<file path="config.mk">
export PLATFORM = sky130hd
export DESIGN_NAME = lsq_order_tracker
export DESIGN_NICKNAME = d
export VERILOG_FILES = /design/src/rtl/lsq_order_pkg.sv /design/src/rtl/lsq_queue.sv /design/src/rtl/lsq_order_tracker.sv
export SDC_FILE = /design/constraint.sdc
export NUM_CORES = 1
export LEC_CHECK = 0
export ABC_AREA = 1
export BUFFER_PORTS_ARGS = -buffer_cell sky130_fd_sc_hd__buf_2
export CELL_PAD_IN_SITES_DETAIL_PLACEMENT = 1
export CELL_PAD_IN_SITES_GLOBAL_PLACEMENT = 1
export CORE_MARGIN = 2
export CORE_UTILIZATION = 39
export DETAILED_ROUTE_END_ITERATION = 8
export GPL_TIMING_DRIVEN = 1
export PLACE_DENSITY = 0.67
export SYNTH_ARGS = -nofsm -noshare
export SYNTH_HDL_FRONTEND = slang
export SYNTH_SLANG_ARGS = --single-unit
</file>
<file path="constraint.sdc">
create_clock -name clk -period 3.1 [get_ports clk]
set_clock_uncertainty 0.15 [all_clocks]
set_input_delay 0.62 -clock clk [delete_from_list [all_inputs] [get_ports clk]]
set_output_delay 0.62 -clock clk [all_outputs]
set_load 0.02 [all_outputs]
</file>
<file path="src/rtl/lsq_order_pkg.sv">
package lsq_order_pkg;
  typedef enum logic [1:0] {
    AV_OK      = 2'd0,
    AV_LQ_FULL = 2'd1,
    AV_SQ_FULL = 2'd2
  } avail_e;
endpackage

</file>
<file path="src/rtl/lsq_queue.sv">
module lsq_queue #(
  parameter int CAP   = 4,
  parameter int SLOTS = 4,
  parameter int TAG_W = 6
) (
  input  logic                          clk,
  input  logic                          rst_n,
  input  logic                          alloc_en,
  input  logic [TAG_W-1:0]              alloc_tag,
  input  logic                          alloc_bar,
  input  logic                          rel_en,
  input  logic [TAG_W-1:0]              rel_tag,
  input  logic [TAG_W-1:0]              q_tag,
  output logic                          full,
  output logic [$clog2(SLOTS+1)-1:0]    occ,
  output logic                          q_hit,
  output logic                          q_hit_bar,
  output logic                          q_older_any,
  output logic                          q_older_bar
);
  localparam int CNT_W = $clog2(SLOTS + 1);
  localparam int IDX_W = (SLOTS > 1) ? $clog2(SLOTS) : 1;

  logic [SLOTS-1:0] vld, bar, hit, older;
  logic [TAG_W-1:0] tag [SLOTS];
  logic [IDX_W-1:0] free_idx;
  logic             free_found;

  // lowest free slot
  always_comb begin
    free_idx   = '0;
    free_found = 1'b0;
    for (int i = 0; i < SLOTS; i++) begin
      if (!vld[i] && !free_found) begin
        free_idx   = IDX_W'(i);
        free_found = 1'b1;
      end
    end
  end

  for (genvar g = 0; g < SLOTS; g++) begin : g_slot
    logic [TAG_W-1:0] diff;
    always_ff @(posedge clk) begin
      if (!rst_n) begin
        vld[g] <= 1'b0;
        bar[g] <= 1'b0;
        tag[g] <= '0;
      end else begin
        if (rel_en && vld[g] && tag[g] == rel_tag) vld[g] <= 1'b0;
        if (alloc_en && free_found && free_idx == IDX_W'(g)) begin
          vld[g] <= 1'b1;
          bar[g] <= alloc_bar;
          tag[g] <= alloc_tag;
        end
      end
    end
    // modular age: slot is older when (slot - query) is negative
    assign diff     = tag[g] - q_tag;
    assign older[g] = vld[g] && diff[TAG_W-1];
    assign hit[g]   = vld[g] && (tag[g] == q_tag);
  end

  always_comb begin
    occ = '0;
    for (int i = 0; i < SLOTS; i++) occ = occ + CNT_W'(vld[i]);
  end

  assign q_hit       = |hit;
  assign q_hit_bar   = |(hit & bar);
  assign q_older_any = |older;
  assign q_older_bar = |(older & bar);

  if (CAP == 0) begin : g_unbounded
    assign full = 1'b0;
  end else begin : g_bounded
    assign full = (occ == CNT_W'(CAP));
  end
endmodule

</file>
<file path="src/rtl/lsq_order_tracker.sv">
module lsq_order_tracker
  import lsq_order_pkg::*;
#(
  parameter int TAG_W     = 6,
  parameter int LQ_CAP    = 4,
  parameter int SQ_CAP    = 4,
  parameter int INF_SLOTS = 8
) (
  input  logic             clk,
  input  logic             rst_n,
  input  logic             cfg_no_alias,
  input  logic             disp_valid,
  output logic             disp_ready,
  input  logic [TAG_W-1:0] disp_tag,
  input  logic             disp_load,
  input  logic             disp_store,
  input  logic             disp_side,
  output logic [1:0]       disp_status,
  input  logic             exe_valid,
  input  logic [TAG_W-1:0] exe_tag,
  input  logic [TAG_W-1:0] q_tag,
  output logic             q_ready
);
  localparam int LQ_SLOTS = (LQ_CAP == 0) ? INF_SLOTS : LQ_CAP;
  localparam int SQ_SLOTS = (SQ_CAP == 0) ? INF_SLOTS : SQ_CAP;
  localparam int LQ_CW    = $clog2(LQ_SLOTS + 1);
  localparam int SQ_CW    = $clog2(SQ_SLOTS + 1);

  logic             lq_full, sq_full, accept;
  logic [LQ_CW-1:0] lq_occ;
  logic [SQ_CW-1:0] sq_occ;
  logic lq_hit, lq_hit_bar, lq_older_any, lq_older_bar;
  logic sq_hit, sq_hit_bar, sq_older_any, sq_older_bar;
  logic ld_ok, st_ok;
  avail_e status;

  always_comb begin
    if (disp_load && lq_full)       status = AV_LQ_FULL;
    else if (disp_store && sq_full) status = AV_SQ_FULL;
    else                            status = AV_OK;
  end
  assign disp_status = status;
  assign disp_ready  = (status == AV_OK);
  assign accept      = disp_valid && disp_ready;

  lsq_queue #(.CAP(LQ_CAP), .SLOTS(LQ_SLOTS), .TAG_W(TAG_W)) u_lq (
    .clk, .rst_n,
    .alloc_en(accept && disp_load), .alloc_tag(disp_tag), .alloc_bar(disp_side),
    .rel_en(exe_valid), .rel_tag(exe_tag), .q_tag,
    .full(lq_full), .occ(lq_occ), .q_hit(lq_hit), .q_hit_bar(lq_hit_bar),
    .q_older_any(lq_older_any), .q_older_bar(lq_older_bar)
  );

  lsq_queue #(.CAP(SQ_CAP), .SLOTS(SQ_SLOTS), .TAG_W(TAG_W)) u_sq (
    .clk, .rst_n,
    .alloc_en(accept && disp_store), .alloc_tag(disp_tag), .alloc_bar(disp_side),
    .rel_en(exe_valid), .rel_tag(exe_tag), .q_tag,
    .full(sq_full), .occ(sq_occ), .q_hit(sq_hit), .q_hit_bar(sq_hit_bar),
    .q_older_any(sq_older_any), .q_older_bar(sq_older_bar)
  );

  // store side: nothing older anywhere
  assign st_ok = !sq_older_any && !lq_older_any;
  // load side: barrier must be oldest load; plain load blocked by older
  // load barriers and, unless alias-free, by older stores
  assign ld_ok = lq_hit_bar ? !lq_older_any
                            : (!lq_older_bar && (cfg_no_alias || !sq_older_any));

  assign q_ready = (lq_hit || sq_hit) && (!lq_hit || ld_ok) && (!sq_hit || st_ok);

  logic unused_bar;
  assign unused_bar = sq_hit_bar ^ sq_older_bar;
endmodule

</file>
==> qor.csv, run 1 <==
metric;value;unit
status;finished, final reports clean;
vias in the first global route;4428;
FP Rows;39;
Critical Path End Type;output port;
Synth Area in XOR/XNOR;0.0215;
Worst Max-Slew Pin Slew;561;ps
synthesized area per cell;7.80;um^2
top_reg_cell synth;edfxtp_1;
Power per Cell Area;419;mW/mm^2
Congestion Overflow GR;0;
H-tree depth;3;
layout cells sized above 1;0.293;
synthesis-to-finish area growth;31.6;%
drt via density;5.45;
met1 Usage GRT;0.339;
final cycle utilization of the critical path;0.999;
crit path launch type;primary input;
syn_nets;649;
Root Buffer;clkbuf_16;
max-cap violations;0;
design area;0.00590;mm^2
data required time of the worst path;2330;ps
Syn Inst Count;575;
port bufs;29;
initial antenna violation count;0;
GR Util met2;0.414;
Post-Syn Area;0.00448;mm^2
Post-synth EDFFs;48;
crit path DAT;2330;ps
Syn. warnings;0;
fraction of the mapped netlist area in adder cells;0.137;
placed insts;748;
Netlist cell types;38;
FF+latch count, synth;60;
CTS Hold Buffers Added;0;
Pleak;2.61;nW
CTS Buf Count;9;
fin cells;774;
post-synthesis mux area share;0;
total design power;0.00247;W
asr flop ratio synth;0;
Final setup viols;0;
synth top area cells;edfxtp_1 32%, ha_1 13%, nand2_1 11%;
ANT cells;0;
largest net degree at the start of global routing;27;
RSZ-0062 raised after global routing;true;
largest family of logic cells by synthesized area;simple AND/OR/NAND/NOR gates;
TritonCTS clock tree;yes;
Rel. slew slack;0.626;
router iterations before antenna repair;4;
Clock Latency Late Sink;320;ps
Post-DP Area;0.00484;mm^2
busiest grt layer;met2;
post-layout min period;3100;ps
chip width;111;um
post-route ant nets;0;
crit path kind;in -> out;
hold_ws;425;ps
global-route wire length before repair;23.8;mm
Max VDD drop;0.000417;V
final-report hold violation count;0;
HP Class;reg -> reg;
Core Region;0.0113;mm^2
sequential area share after synthesis;0.375;
io pins;30;
Worst-path clk slew;50;ps
Synth Area in Simple Gates;0.285;
DR vias;4219;
Yosys top cell by area;edfxtp_1;
CTS Sinks;60;
final RePlAce weighted congestion;0.887;
Pins Over Slew Limit;0;
DRT iter0 DRCs;215;
HPWL after DPL;11.5;mm
Die Span Y;111;um
met3 Use GR;0.0317;
worst-case clock buffer depth;2;
Total GRT Usage;0.248;
worst-path fanout max;8;
die area;0.0124;mm^2
Synth Area in Compound Gates;0.0876;
wire length per cell;20.0;um
fin nets;700;
Yosys top cell area share;0.321;
Max Freq;323;MHz
# DRC;0;
Starting Density;0.396;
Routed WL;15.5;mm
## metal layers
| layer | share of wire | vias up |
|---|---|---|
| met5 | 0 | - |
| met4 | 0.017 | 0 |
| met3 | 0.042 | 21 |
| met2 | 0.48 | 106 |
| met1 | 0.46 | 2070 |
| li1 | - | 2022 |
## timing repair
| item | 4_1_cts | 5_1_grt |
|---|---|---|
| pin swaps | 20 | 38 |
| buffers inserted | 10 | 0 |
| endpoints found under the setup margin | 1 | 14 |
| gates resized for setup | 39 | 63 |
| cloned | 0 | 0 |
## path summary, 6_finish.rpt
path	from	endpoint	slack (ps)	cells past startpoint
worst max-delay path	q_tag[4]	q_ready	3	14
worst min-delay path	u_lq.bar[3]	u_lq.bar[3]	430	2
worst max register to register	u_lq.vld[1]	u_lq.tag[1][2]	300	13
worst min register to register	u_lq.bar[3]	u_lq.bar[3]	430	2
## through the flow
step	worst slack (ps)	util	TNS (ps)
3_3_place_gp	-22.0	0.427	-22.0
3_5_place_dp	-171	0.427	-171
6_report	2.93	0.521	0
2_1_floorplan	285	-	0
5_1_grt	-126	0.521	-126
4_1_cts	3.54	0.495	0
## Yosys cell counts (2+ instances only)
library cell    n
nand2_1       137
inv_1          84
nor2_1         73
edfxtp_1       48
ha_1           46
nand3_1        35
nand4_1        17
a21oi_1        15
dfxtp_1        12
inv_2          10
o22ai_1         9
nor2_2          8
o21ai_0         8
o21ai_1         8
xor2_1          8
buf_2           7
nand3_2         6
nor4_1          4
o221ai_1        4
a2111oi_0       3
a221oi_1        3
nand2_2         3
o211ai_1        3
or2_2           3
xnor2_1         3
a211oi_1        2
buf_1           2
fa_1            2
nor3_2          2
o2111ai_1       2
## where the power goes
part,switching (W),internal (W)
registers,0.0000439,0.000907
logic,0.000281,0.000182
clock network,0.000337,0.000720
## critical path: stages
cell and delay [ps]:
buf_8 70, clkinvlp_4 80, buf_12 160, ha_4 250, a21oi_1 230, nand4_1 200, nand3_2 120, nand2_2 80
nor2_2 100, nand2_1 50, nand2_1 60, nand2_1 60, a21oi_2 100, buf_4 140
## state kept, by name (all words and copies together), names as in the netlist
register,cells
u_sq.vld,4
u_lq.bar,4
u_lq.vld,4
u_lq.tag,24
u_sq.tag,24
## area by class of cell
class / instances / area, um^2
clock buffers: 11 / 243
clock inverters: 5 / 75.1
fillers: 1336 / 5420
inverters: 95 / 379
multi-input cells: 410 / 2950
flip-flops and latches: 60 / 1680
well taps: 143 / 179
repair buffers: 50 / 388
## layout by cell type, fill, tap and decap left out, types with 9 or more instances in the layout
master and instances:
a21oi_1 12, ha_4 29, nand4_1 17, nand2_1 110
o22ai_1 9, inv_2 11, nand2_2 25, nand3_2 18
nor2_1 66, buf_4 17, dfxtp_1 11, edfxtp_1 48
nor2_2 10, buf_2 24, nand3_1 23, ha_1 17
inv_1 79, clkbuf_16 9
## cells by family after synthesis
logic type,count (synthesis)
flip-flops,60
adder cells (fa/ha/maj),48
XOR/XNOR,11
AND/OR/NAND/NOR,290
AO/OA/AOI/OAI,61
buffers and inverters,105
(Power assumes the default switching activity.)
==> run 2: changes to the inputs <==
--- a/config.mk
+++ b/config.mk
@@ -10,10 +10,11 @@
 export CELL_PAD_IN_SITES_DETAIL_PLACEMENT = 1
 export CELL_PAD_IN_SITES_GLOBAL_PLACEMENT = 1
 export CORE_MARGIN = 2
-export CORE_UTILIZATION = 39
+export CORE_UTILIZATION = 45
 export DETAILED_ROUTE_END_ITERATION = 8
 export GPL_TIMING_DRIVEN = 1
-export PLACE_DENSITY = 0.67
+export MAX_ROUTING_LAYER = met4
+export PLACE_DENSITY = 0.76
 export SYNTH_ARGS = -nofsm -noshare
 export SYNTH_HDL_FRONTEND = slang
 export SYNTH_SLANG_ARGS = --single-unit
==> constraint.sdc (replaced) <==
create_clock -name clk -period 3.2 [get_ports clk]
set_clock_uncertainty 0.15 [all_clocks]
set_input_delay 0.64 -clock clk [delete_from_list [all_inputs] [get_ports clk]]
set_output_delay 0.64 -clock clk [all_outputs]
set_load 0.02 [all_outputs]
==> run 2 against run 1 <==
The run now ends with negative setup slack left. Utilization rose by 3.9 points. Global-route usage is 1.9 points higher. Total power is 25% lower. Sequential power down 3.6%. Combinational power decreased by 14%. Highest routed layer unchanged.
==> qor.csv, run 2 (synthesis gave the netlist of run 1 again) <==
metric;value;unit;change
HP Class;reg -> reg;;
worst-case clock buffer depth;2;;unchanged
initial antenna violation count;0;;unchanged
Rel. slew slack;0.629;;+0.00306
Top Registers;u_lq.tag (24), u_sq.tag (24);;
pre-CTS setup slack;-61.9;ps;+109 ps
R2R Path Start;u_lq.vld[1];;
Final setup viols;1;;+1
hold worst-path end;u_lq.bar[1];;
RSZ-0062 raised after global routing;true;;
# DRC;0;;unchanged
Pins Over Slew Limit;0;;unchanged
Max VDD drop;0.000299;V;-28%
chip width;104;um;-6.7%
status;finished with violations;;
final RePlAce weighted congestion;0.939;;+5.9%
Max Freq;311;MHz;
CTS Sinks;60;;unchanged
io pins;30;;unchanged
ANT cells;0;;unchanged
post-route ant nets;0;;unchanged
failing checks;negative setup slack;;
die area;0.0108;mm^2;-13%
fin nets;698;;-0.29%
Total GRT Usage;0.267;;+0.0188
final setup margin;-18.4;ps;-21.3 ps
final-report hold violation count;0;;unchanged
Routed WL;14.3;mm;-7.9%
layout cells sized above 1;0.229;;-0.0639
Power per Cell Area;339;mW/mm^2;-19%
Clock Latency Late Sink;330;ps;about the same
final cycle utilization of the critical path;1.01;;
max-cap violations;0;;unchanged
DR vias;4188;;-0.73%
Pleak;2.48;nW;-5.3%
vias in the first global route;4213;;-4.9%
Fillers;1222;;-8.5%
global-route wire length before repair;21.7;mm;-8.8%
port bufs;29;;unchanged
data required time of the worst path;2410;ps;+80 ps
Worst-path clk slew;60;ps;about the same
CP Launch Point;q_tag[1];;
worst-path fanout max;8;;unchanged
drt via density;5.50;;+0.96%
synthesis-to-finish area growth;21.5;%;
TritonCTS clock tree;yes;;
crit path launch type;primary input;;
hold path depth;2;;unchanged
most common cell after layout, fill and taps aside;nand2_1;;
Root Buffer;clkbuf_8;;
total design power;0.00185;W;-25%
crit path DAT;2430;ps;+100 ps
post-layout min period;3220;ps;
hold_ws;399;ps;-26.1 ps
wire length per cell;18.7;um;-6.3%
Die Span Y;104;um;-6.7%
HPWL after DPL;11.0;mm;-4.0%
Critical Path End Type;output port;;
H-tree depth;3;;unchanged
FP Rows;36;;-7.7%
worst reg2reg path endpoint;u_lq.tag[3][0];;
Congestion Overflow GR;0;;unchanged
Starting Density;0.461;;+0.0648
Core Region;0.00973;mm^2;-14%
R2R depth;15;;+2
Worst Max-Slew Pin Slew;556;ps;-4.58 ps
most frequent cells in the layout;125 x nand2_1, 80 x inv_1, 68 x nor2_1, 48 x edfxtp_1, 28 x nand3_1;;
crit path kind;in -> out;;
hold_sp;u_lq.bar[1];;
CTS Buf Count;9;;unchanged
router iterations before antenna repair;4;;unchanged
flop-to-flop setup slack;240;ps;-60 ps
largest net degree at the start of global routing;27;;unchanged
DRT iter0 DRCs;200;;-7.0%
## run 2: changes by cell type in the layout (fill, tap and decap cells not counted), moves of 4 or more
cell	change
nand3_1	+5
nand2_4	-4
nor2_4	-5
clkbuf_8	+8
nand2_2	-11
nand3_2	-5
ha_1	+10
clkbuf_16	-9
clkbuf_1	+5
ha_4	-10
nand2_1	+15
## run 2: final cells by class
class	instances	area, um^2	area share
inverters	95	379	0.0696
repair buffers	48	354	0.0650
well taps	133	166	0.0305
clock buffers	15	146	0.0269
flip-flops and latches	60	1680	0.309
multi-input cells	410	2720	0.499
## run 2: metal layers
metal	share of wire	GRT usage	vias up
li1	-	-	2010
met1	0.46	0.367	2050
met2	0.47	0.415	104
met3	0.050	0.0315	24
met4	0.024	0.0830	0
met5	0	-	-
## run 2: repair_timing
action	4_1_cts	5_1_grt
setup endpoints to repair	1	1
hold buffers	0	0
gates cloned	0	0
pin swaps	6	25
resized for setup	12	44
endpoints found under the hold margin	0	0
buffers inserted	3	7
## run 2: power breakdown
group	internal (W)	switching (W)
clock	0.000278	0.000253
sequential	0.000877	0.0000400
combinational	0.000152	0.000248
## run 2: worst max path at each step
stage | cells past startpoint | slack, ps | to
2_1_floorplan | 14 | 370 | q_ready
3_3_place_gp | 16 | 60 | q_ready
3_5_place_dp | 16 | -60 | q_ready
4_1_cts | 16 | 3 | q_ready
5_1_grt | 15 | -200 | q_ready
6_report | 15 | -20 | q_ready
## run 2: critical path: stages
cell        delay [ps]
buf_2              110
clkinvlp_4          90
buf_12             150
ha_1               300
nand2_2             60
nor2_1             100
nand2_1            110
nand3_1            100
nand2_1             80
nand4_1            120
nand3_1            110
nor2_1             130
nand2_1             70
a21oi_2            110
buf_4              140
## run 2: stage by stage
stage,cell area (um^2),util,TNS [ps],instances
finish,5450,0.560,-18.4,761
global placement,4810,0.494,0,736
floorplan,4480,-,0,575
global route,5450,0.560,-203,761
CTS,5080,0.522,0,754
detailed placement,4810,0.494,-61.9,736
